--- src/rtl/xmb_pkg.sv ---
package xmb_pkg;
  typedef enum logic [2:0] {
    SK_IDLE  = 3'd0,
    SK_INTF  = 3'd1,
    SK_EXTF  = 3'd2,
    SK_DADDR = 3'd3,
    SK_DSTRB = 3'd4
  } slot_kind_e;
endpackage

--- src/rtl/xmb_slot_timer.sv ---
module xmb_slot_timer #(
  parameter int SLOT_LEN = 6,
  localparam int PH_W = $clog2(SLOT_LEN)
) (
  input  logic            clk,
  input  logic            rst,
  output logic [PH_W-1:0] ph,
  output logic            slot_end
);
  localparam logic [PH_W-1:0] PH_LAST = PH_W'(SLOT_LEN - 1);

  assign slot_end = (ph == PH_LAST);

  always_ff @(posedge clk) begin
    if (rst)           ph <= PH_LAST;
    else if (slot_end) ph <= '0;
    else               ph <= ph + 1'b1;
  end
endmodule

--- src/rtl/xmb_req_latch.sv ---
module xmb_req_latch
  import xmb_pkg::*;
#(
  parameter int ADDR_W = 16,
  parameter int DATA_W = 8,
  parameter int SLOT_LEN = 6,
  parameter logic [ADDR_W-1:0] INT_CODE_TOP = 16'h2000,
  localparam int PH_W = $clog2(SLOT_LEN),
  localparam int HI_W = ADDR_W - DATA_W
) (
  input  logic              clk,
  input  logic              rst,
  input  logic [PH_W-1:0]   ph,
  input  logic              slot_end,
  input  logic              int_code_en,
  input  logic              req_valid,
  input  logic              req_fetch,
  input  logic              req_write,
  input  logic              req_wide,
  input  logic [ADDR_W-1:0] pc,
  input  logic [ADDR_W-1:0] dptr,
  input  logic [DATA_W-1:0] ri_addr,
  input  logic [HI_W-1:0]   p2_latch,
  input  logic [DATA_W-1:0] wdata,
  output slot_kind_e        kind,
  output logic [ADDR_W-1:0] addr_q,
  output logic [DATA_W-1:0] wdata_q,
  output logic              wr_q,
  output logic              req_take
);
  localparam logic [PH_W-1:0] PH_PRE = PH_W'(SLOT_LEN - 2);

  slot_kind_e  kind_nxt;
  logic        fetch_int;

  assign fetch_int = int_code_en && (pc < INT_CODE_TOP);

  always_comb begin
    if (kind == SK_DADDR)  kind_nxt = SK_DSTRB;
    else if (!req_valid)   kind_nxt = SK_IDLE;
    else if (!req_fetch)   kind_nxt = SK_DADDR;
    else if (fetch_int)    kind_nxt = SK_INTF;
    else                   kind_nxt = SK_EXTF;
  end

  always_ff @(posedge clk) begin
    if (rst) begin
      kind     <= SK_IDLE;
      addr_q   <= '0;
      wdata_q  <= '0;
      wr_q     <= 1'b0;
      req_take <= 1'b1;
    end else begin
      req_take <= (ph == PH_PRE) && (kind != SK_DADDR);
      if (slot_end) begin
        kind <= kind_nxt;
        if (kind != SK_DADDR && req_valid) begin
          if (req_fetch) begin
            addr_q <= pc;
            wr_q   <= 1'b0;
          end else begin
            addr_q  <= req_wide ? dptr : {p2_latch, ri_addr};
            wr_q    <= req_write;
            wdata_q <= wdata;
          end
        end
      end
    end
  end
endmodule

--- src/rtl/xmb_bus_drive.sv ---
module xmb_bus_drive
  import xmb_pkg::*;
#(
  parameter int ADDR_W = 16,
  parameter int DATA_W = 8,
  parameter int SLOT_LEN = 6,
  parameter int ALE_CYC = 2,
  parameter int ADDR_CYC = 3,
  localparam int PH_W = $clog2(SLOT_LEN),
  localparam int HI_W = ADDR_W - DATA_W
) (
  input  logic              clk,
  input  logic              rst,
  input  logic [PH_W-1:0]   ph,
  input  slot_kind_e        kind,
  input  logic [ADDR_W-1:0] addr_q,
  input  logic [DATA_W-1:0] wdata_q,
  input  logic              wr_q,
  input  logic [HI_W-1:0]   p2_latch,
  input  logic [DATA_W-1:0] lo_in,
  output logic [DATA_W-1:0] lo_out,
  output logic              lo_oe,
  output logic [HI_W-1:0]   hi_out,
  output logic              ale,
  output logic              psen_n,
  output logic              rd_n,
  output logic              wr_n,
  output logic              rsp_valid,
  output logic [DATA_W-1:0] rsp_data,
  output logic              rsp_internal
);
  localparam logic [PH_W-1:0] PH_LAST = PH_W'(SLOT_LEN - 1);
  localparam logic [PH_W-1:0] PH_PRE  = PH_W'(SLOT_LEN - 2);
  localparam logic [PH_W-1:0] PH_ALE  = PH_W'(ALE_CYC);
  localparam logic [PH_W-1:0] PH_ADR  = PH_W'(ADDR_CYC);

  logic              ale_d, psen_d, strobe_d, oe_d, bus_hi;
  logic [DATA_W-1:0] lo_d;
  logic [HI_W-1:0]   hi_d;
  slot_kind_e        o_kind;
  logic [PH_W-1:0]   o_ph;
  logic              o_wr;

  always_comb begin
    ale_d    = (kind != SK_DSTRB) && (ph < PH_ALE);
    psen_d   = (kind == SK_EXTF) && (ph >= PH_ADR);
    strobe_d = (kind == SK_DSTRB) && (ph != '0) && (ph <= PH_PRE);
    unique case (kind)
      SK_EXTF:  oe_d = (ph < PH_ADR);
      SK_DADDR: oe_d = 1'b1;
      SK_DSTRB: oe_d = wr_q;
      default:  oe_d = 1'b0;
    endcase
    bus_hi = (kind == SK_EXTF) || (kind == SK_DADDR) || (kind == SK_DSTRB);
    hi_d   = bus_hi ? addr_q[ADDR_W-1:DATA_W] : p2_latch;
    if (!oe_d)                          lo_d = '0;
    else if (kind == SK_DSTRB)          lo_d = wdata_q;
    else                                lo_d = addr_q[DATA_W-1:0];
  end

  always_ff @(posedge clk) begin
    if (rst) begin
      ale    <= 1'b0;
      psen_n <= 1'b1;
      rd_n   <= 1'b1;
      wr_n   <= 1'b1;
      lo_oe  <= 1'b0;
      lo_out <= '0;
      hi_out <= '0;
      o_kind <= SK_IDLE;
      o_ph   <= PH_LAST;
      o_wr   <= 1'b0;
    end else begin
      ale    <= ale_d;
      psen_n <= !psen_d;
      rd_n   <= !(strobe_d && !wr_q);
      wr_n   <= !(strobe_d && wr_q);
      lo_oe  <= oe_d;
      lo_out <= lo_d;
      hi_out <= hi_d;
      o_kind <= kind;
      o_ph   <= ph;
      o_wr   <= wr_q;
    end
  end

  always_ff @(posedge clk) begin
    if (rst) begin
      rsp_valid    <= 1'b0;
      rsp_data     <= '0;
      rsp_internal <= 1'b0;
    end else if (o_kind == SK_EXTF && o_ph == PH_LAST) begin
      rsp_valid    <= 1'b1;
      rsp_data     <= lo_in;
      rsp_internal <= 1'b0;
    end else if (o_kind == SK_DSTRB && !o_wr && o_ph == PH_PRE) begin
      rsp_valid    <= 1'b1;
      rsp_data     <= lo_in;
      rsp_internal <= 1'b0;
    end else if (o_kind == SK_INTF && o_ph == PH_LAST) begin
      rsp_valid    <= 1'b1;
      rsp_data     <= '0;
      rsp_internal <= 1'b1;
    end else begin
      rsp_valid    <= 1'b0;
    end
  end
endmodule

--- src/rtl/xmb_bus_seq.sv ---
module xmb_bus_seq
  import xmb_pkg::*;
#(
  parameter int ADDR_W = 16,
  parameter int DATA_W = 8,
  parameter int SLOT_LEN = 6,
  parameter int ALE_CYC = 2,
  parameter int ADDR_CYC = 3,
  parameter logic [ADDR_W-1:0] INT_CODE_TOP = 16'h2000,
  localparam int PH_W = $clog2(SLOT_LEN),
  localparam int HI_W = ADDR_W - DATA_W
) (
  input  logic              clk,
  input  logic              rst,
  input  logic              int_code_en,
  input  logic              req_valid,
  input  logic              req_fetch,
  input  logic              req_write,
  input  logic              req_wide,
  input  logic [ADDR_W-1:0] pc,
  input  logic [ADDR_W-1:0] dptr,
  input  logic [DATA_W-1:0] ri_addr,
  input  logic [HI_W-1:0]   p2_latch,
  input  logic [DATA_W-1:0] wdata,
  output logic              req_take,
  output logic              rsp_valid,
  output logic [DATA_W-1:0] rsp_data,
  output logic              rsp_internal,
  input  logic [DATA_W-1:0] lo_in,
  output logic [DATA_W-1:0] lo_out,
  output logic              lo_oe,
  output logic [HI_W-1:0]   hi_out,
  output logic              ale,
  output logic              psen_n,
  output logic              rd_n,
  output logic              wr_n
);
  logic [PH_W-1:0]   ph;
  logic              slot_end;
  slot_kind_e        kind;
  logic [ADDR_W-1:0] addr_q;
  logic [DATA_W-1:0] wdata_q;
  logic              wr_q;

  xmb_slot_timer #(.SLOT_LEN(SLOT_LEN)) timer_i (
    .clk(clk), .rst(rst), .ph(ph), .slot_end(slot_end)
  );

  xmb_req_latch #(
    .ADDR_W(ADDR_W), .DATA_W(DATA_W), .SLOT_LEN(SLOT_LEN), .INT_CODE_TOP(INT_CODE_TOP)
  ) req_i (
    .clk(clk), .rst(rst), .ph(ph), .slot_end(slot_end),
    .int_code_en(int_code_en), .req_valid(req_valid), .req_fetch(req_fetch),
    .req_write(req_write), .req_wide(req_wide), .pc(pc), .dptr(dptr),
    .ri_addr(ri_addr), .p2_latch(p2_latch), .wdata(wdata),
    .kind(kind), .addr_q(addr_q), .wdata_q(wdata_q), .wr_q(wr_q), .req_take(req_take)
  );

  xmb_bus_drive #(
    .ADDR_W(ADDR_W), .DATA_W(DATA_W), .SLOT_LEN(SLOT_LEN),
    .ALE_CYC(ALE_CYC), .ADDR_CYC(ADDR_CYC)
  ) drv_i (
    .clk(clk), .rst(rst), .ph(ph), .kind(kind), .addr_q(addr_q),
    .wdata_q(wdata_q), .wr_q(wr_q), .p2_latch(p2_latch), .lo_in(lo_in),
    .lo_out(lo_out), .lo_oe(lo_oe), .hi_out(hi_out), .ale(ale),
    .psen_n(psen_n), .rd_n(rd_n), .wr_n(wr_n),
    .rsp_valid(rsp_valid), .rsp_data(rsp_data), .rsp_internal(rsp_internal)
  );
endmodule

--- config.mk ---
export PLATFORM = sky130hd
export DESIGN_NAME = xmb_bus_seq
export DESIGN_NICKNAME = d
export VERILOG_FILES = /design/src/rtl/xmb_pkg.sv /design/src/rtl/xmb_slot_timer.sv /design/src/rtl/xmb_req_latch.sv /design/src/rtl/xmb_bus_drive.sv /design/src/rtl/xmb_bus_seq.sv
export SDC_FILE = /design/constraint.sdc
export NUM_CORES = 1
export LEC_CHECK = 0
export ABC_AREA = 1
export CAP_MARGIN = 20
export CORE_AREA = 2 2 91 101
export CTS_BUF_LIST = sky130_fd_sc_hd__clkbuf_4 sky130_fd_sc_hd__clkbuf_8 sky130_fd_sc_hd__clkbuf_16
export CTS_CLUSTER_DIAMETER = 120
export DETAILED_ROUTE_END_ITERATION = 8
export DIE_AREA = 0 0 93 103
export PLACE_DENSITY = 0.81
export SLEW_MARGIN = 20
export SYNTH_ARGS = -nofsm -noshare
export SYNTH_HDL_FRONTEND = slang
export SYNTH_HIERARCHICAL = 1
export SYNTH_SLANG_ARGS = --single-unit
--- constraint.sdc ---
create_clock -name clk -period 1.75 [get_ports clk]
set_input_delay 0.35 -clock clk [delete_from_list [all_inputs] [get_ports clk]]
set_output_delay 0.35 -clock clk [all_outputs]
set_load 0.01 [all_outputs]
## Word level (Yosys, flattened, before mapping)

Cells that the tools add are included.

| word-level totals | value |
|---|---|
| flip-flop bits (word level) | 70 |
| input bits | 71 |
| output and inout port bits | 32 |
| logic and storage cells | 84 |

| cells by class | value |
|---|---|
| add/sub/neg operators | 1 |
| magnitude comparators | 5 |
| eq/ne operators | 12 |
| muxes and demuxes | 17 |
| bitwise logic cells | 2 |
| reduce and logical (&&, ||, !) cells | 27 |

Operators with widths:

| cell | number |
|---|---|
| $mux 8 | 5 |
| $mux 16 | 2 |
| $eq 3x3->1 const B | 6 |
| $lt 16x14->1 const B | 1 |
| $logic_and 1x1->1 | 13 |
| $mux 3 | 4 |
| $eq 3x2->1 const B | 3 |
| $lt 3x2->1 const B | 2 |
| $reduce_bool 3->1 | 2 |
| $logic_not 1->1 | 5 |
| $mux 1 | 4 |
| $reduce_or 2->1 | 2 |
| $add 3x1->3 const B | 1 |
| $eq 3x1->1 const B | 1 |
| $ge 3x2->1 const B | 1 |
| $le 3x3->1 const B | 1 |
| $ne 3x2->1 const B | 1 |
| $ne 3x3->1 const B | 1 |
| $pmux 1 s3 | 1 |
| $reduce_and 3->1 | 1 |
| $reduce_or 3->1 | 1 |
| $logic_or 1x1->1 | 2 |
| $mux 2 | 1 |
| $not 1->1 | 2 |
| $reduce_and 2->1 | 1 |

## Logic depth before layout (Yosys ltp)

| depth | value |
|---|---|
| depth in word-level cells | 6 |
| mapped depth | 11 |

## Hierarchy

The synthesis kept the hierarchy.

Modules (own cells, without submodules):

| module | times used | cells an instance | area each (um^2) | sequential area each (um^2) |
|---|---|---|---|---|
| xmb_req_latch | 1 | 276 | 1691.6 | 580.6 |
| xmb_bus_drive | 1 | 169 | 1503.9 | 760.7 |
| xmb_slot_timer | 1 | 19 | 145.1 | 60.1 |

## Worst setup path before layout

OpenSTA, ideal clock, no wires.

| timing path | value |
|---|---|
| path kind | register -> register |
| start point | reg timer_i.ph[1] |
| end point | reg req_i.addr_q[8] |
| setup time | 0.112 ns |
| arrival | 1.347 ns |
| required time | 1.638 ns |
| path slack | 0.291 ns |
| stages on the path, launching flop included | 12 |
| buffers on the path | 1 |
| cells stage by stage | dfxtp_1 > inv_1 > ha_1 > nand2_1 > inv_1 > nand2_2 > clkinv_4 > nand2_4 > buf_6 > nand2_1 > nand2_1 > nor2_2 |

| on the way | value |
|---|---|
| word-level cells in the longest chain between the ends | 2 |

Ends and longest elaborated chain:

| item | RTL line | text |
|---|---|---|
| start: declaration | xmb_slot_timer.sv:7 | `output logic [PH_W-1:0] ph,` |
| start signal: assignment | xmb_slot_timer.sv:17 | `else ph <= ph + 1'b1;` |
| $eq 3x3->1 | xmb_slot_timer.sv:12 | `assign slot_end = (ph == PH_LAST);` |
| named net slot_end | xmb_bus_seq.sv:39 | `logic slot_end;` |
| $reduce_and 2->1 (no source line) | - |  |
| end signal: assignment | xmb_req_latch.sv:59 | `addr_q <= pc;` |
| end signal: assignment | xmb_req_latch.sv:62 | `addr_q <= req_wide ? dptr : {p2_latch, ri_addr};` |
| end: declaration | xmb_req_latch.sv:26 | `output logic [ADDR_W-1:0] addr_q,` |

The timed path passes the listed nets, and every way through them passes these cells.
A chain may end at the register's enable or synchronous reset.

## Worst setup path after layout

| timing path | value |
|---|---|
| start point | reg drv_i.hi_out[7] |
| end point | out hi_out[7] |

RTL lines:

| item | RTL line | text |
|---|---|---|
| start: declaration | xmb_bus_drive.sv:23 | `output logic [HI_W-1:0] hi_out,` |
| start signal: assignment | xmb_bus_drive.sv:80 | `hi_out <= hi_d;` |
| end: declaration | xmb_bus_seq.sv:32 | `output logic [HI_W-1:0] hi_out,` |

No word-level cell between the ends.

==> summary.md <==
| Metric | Value |
|---|---|
| Vias in the first global route | 3,028 |
| Worst path depth | 1 |
| Syn Area/Cell | between 7 and 8 µm² |
| CP cell instances | clkdlybuf4s50_1 |
| Period utilization | between 90 and 100% |
| DR WL/cell | ~12 µm |
| Crit path max fanout | 1 |
| Crit-path leading delay family | buffers and inverters |
| Crit Path Category | flip-flop to primary output |
| Initial DRT Pass Iterations | 4 |
| Most frequent cells in the layout | nand2_1 (142), clkdlybuf4s50_1 (102), dfxtp_1 (69), nor2_1 (60), inv_1 (43) |
| Worst endpoint required time | around 1.4 ns |
| Initial antenna violation count | 0 |
| IO Count | 103 |
| Die H | around 100 µm |
| Clock Skew | 0.00759 ns |
| Nets@finish | 640 |
| # port buffers | around 100 |
| H-tree depth | 3 |
| P_leak | 1.97 nW |
| Cts bufs inserted | 9 |
| Cells after Synth | 464 |
| Maximum VDD drop | approximately 0.00055 V |
| Starting Density | around 39% |
| Worst path bufs/invs | 1 |
| Post-synthesis sequential area ratio | 41.9% |
| Slew Viols, Final | 0 |
| Antenna Cells | 0 |
| Slew HR | 72.4% |
| Worst setup EP type | primary output |
| Num rows | 36 |
| Yosys cell types | 32 |
| Number of DRC markers in iteration 0 | between 150 and 200 |
| Worst R2R Path Depth | 9 |
| Filler cells | 826 |
| Drt total wl | 8.39 mm |
| Core area | 8650 µm² |
| Worst r2r src | timer_i/ph[0] |
| Mapped Area | 3340 µm² |
| Status | completed |
| Gr ovfl total | 0 |
| Die W | 93 µm |
| Ys Warns | 6 |
| Post-CTS Setup Bufs | 0 |
| Post-place instance area | 4440 µm² |
| Clock latency on the worst-skew pair | 0.34 ns |
| First-pass GRT wire length | 13.4 mm |
| Deepest clock path buffer count | 2 |
| Hold Crit Class | flip-flop to flip-flop |
| Hold Buf Count CTS | 0 |
| Cell area power density | 873 nW/µm² |
| Critical Path Max Stage Delay | 0.55 ns |
| GRT Overall Usage | 17.7% |
| Syn Nets | 537 |
| Cts repair resizes | 0 |
| DR DRC count | 0 |
| Post-route cell area | 4670 µm² |
| Clock-pin slew on the worst setup and hold paths | 0.08 ns |
| Yosys reg bits | 70 |
| Hpwl dp | 6.20 mm |
| Commonest non-fill, non-tap cell in the layout | nand2_1 |
| Hold Startpoint | req_i/wr_q |
| Post-route ant nets | 0 |
| Gpl congestion | ~0.86 |
| Final hold vios | 0 |
| Fin Setup TNS | 0 ns |
| CTS tree | yes |
| Min cycle time layout | 1.59 ns |
| Die area | 9580 µm² |
| Element type at the critical path start | flip-flop |
| Vias per inst | between 4 and 5 |
| CP max stage cell | clkdlybuf4s50_1 |
| F_max | 627 MHz |
| Largest net degree at the start of global routing | 31 |
| Hold path cells | 1 |
| CP startpoint | drv_i/hi_out[7] |
| RSZ-0062 raised after global routing | false |
| Vias | between 3,000 and 4,000 |
| Layout cells sized above 1 | 14.5% |
| Worst slew pin tran | 0.412 ns |
| Clock root cell | clkbuf_8 |
| Worst endpoint data arrival time | 1.24 ns |
| Syn-to-layout area delta | 39.7% |
| Clock Sink Count | 70 |
| # setup viols final | 0 |
| Max Cap Viol | 0 |
-- state kept, by name, indices dropped and copies added, names as in the netlist, 3 cells and up --
register and count:
drv_i/rsp_data 8, req_i/addr_q 16, drv_i/lo_out 8, timer_i/ph 3, drv_i/o_kind 3, drv_i/o_ph 3
req_i/wdata_q 8, drv_i/hi_out 8, req_i/kind 3
-- stage by stage --
step           setup slack, ns  utilization [%]  instances  power [mW]  hold slack [ns]
2_1_floorplan            0.291                -        464        2.42            0.391
3_3_place_gp             0.176             51.4        669        2.76            0.430
3_5_place_dp            0.0901             51.4        669        2.79            0.435
4_1_cts                 0.0357             53.7        685        4.11            0.452
5_1_grt                 0.0238             54.0        686        4.31            0.477
6_report                 0.156             54.0        686        4.07            0.462
-- Yosys cell counts --
cell type | count | share of area, %
a21o_1 | 1 | 0.22
a21oi_1 | 31 | 4.6
a21oi_2 | 16 | 4.2
a31oi_1 | 1 | 0.19
buf_2 | 7 | 1.0
buf_4 | 3 | 0.67
buf_6 | 4 | 1.3
buf_8 | 1 | 0.45
clkbuf_1 | 4 | 0.45
clkinv_1 | 1 | 0.11
clkinv_4 | 1 | 0.26
dfxtp_1 | 70 | 42
ha_1 | 2 | 0.75
inv_1 | 44 | 4.9
inv_2 | 3 | 0.34
inv_4 | 1 | 0.19
nand2_1 | 142 | 16
nand2_2 | 13 | 2.4
nand2_4 | 4 | 1.3
nand2_8 | 1 | 0.60
nand3_1 | 22 | 3.3
nand3_2 | 6 | 1.8
nand3_4 | 3 | 1.6
nand4_1 | 9 | 1.7
nor2_1 | 60 | 6.7
nor2_2 | 5 | 0.94
nor2_4 | 1 | 0.34
nor3_1 | 3 | 0.45
nor3b_2 | 1 | 0.37
o21ai_0 | 2 | 0.30
o21bai_1 | 1 | 0.22
or2_2 | 1 | 0.19
-- routing by layer --
layer	GRT usage, %	vias up	routed length, µm
li1	-	1653	-
met1	19.6	1405	3400
met2	32.9	103	4380
met3	3.73	20	422
met4	7.47	0	185
met5	0	-	0
-- final cells by class --
cell class / count / area (µm²) / area share, %
clock buffers: 9 / 124 / 2.65
clock inverters: 7 / 80.1 / 1.72
inverters: 50 / 203 / 4.34
multi-input cells: 326 / 1620 / 34.7
flip-flops and latches: 70 / 1400 / 30.1
well taps: 114 / 143 / 3.06
repair buffers: 110 / 1090 / 23.4
-- path summary, 6_finish.rpt --
| path | to | slack [ns] |
|---|---|---|
| worst max-delay path | hi_out[7] | 0.16 |
| worst max register to register | req_i/wdata_q[0] | 0.22 |
| worst min register to register | drv_i/wr_n | 0.46 |
| worst min-delay path | drv_i/wr_n | 0.46 |
-- kinds of logic after synthesis --
kind of cell | after synthesis | synth area share, %
flops | 70 | 41.9
simple gates | 271 | 37.7
fa+ha+maj | 2 | 0.749
compound gates | 52 | 9.78
buf+inv | 69 | 9.81
-- power by group --
| part | switching (mW) | internal, mW | total (mW) | leakage, nW |
|---|---|---|---|---|
| clock | 0.633 | 0.674 | 1.31 | 0.0968 |
| combinational | 0.513 | 0.438 | 0.951 | 1.30 |
| sequential | 0.0832 | 1.73 | 1.81 | 0.572 |
| total | 1.23 | 2.84 | 4.07 | 1.97 |
(Power assumes the default switching activity.)
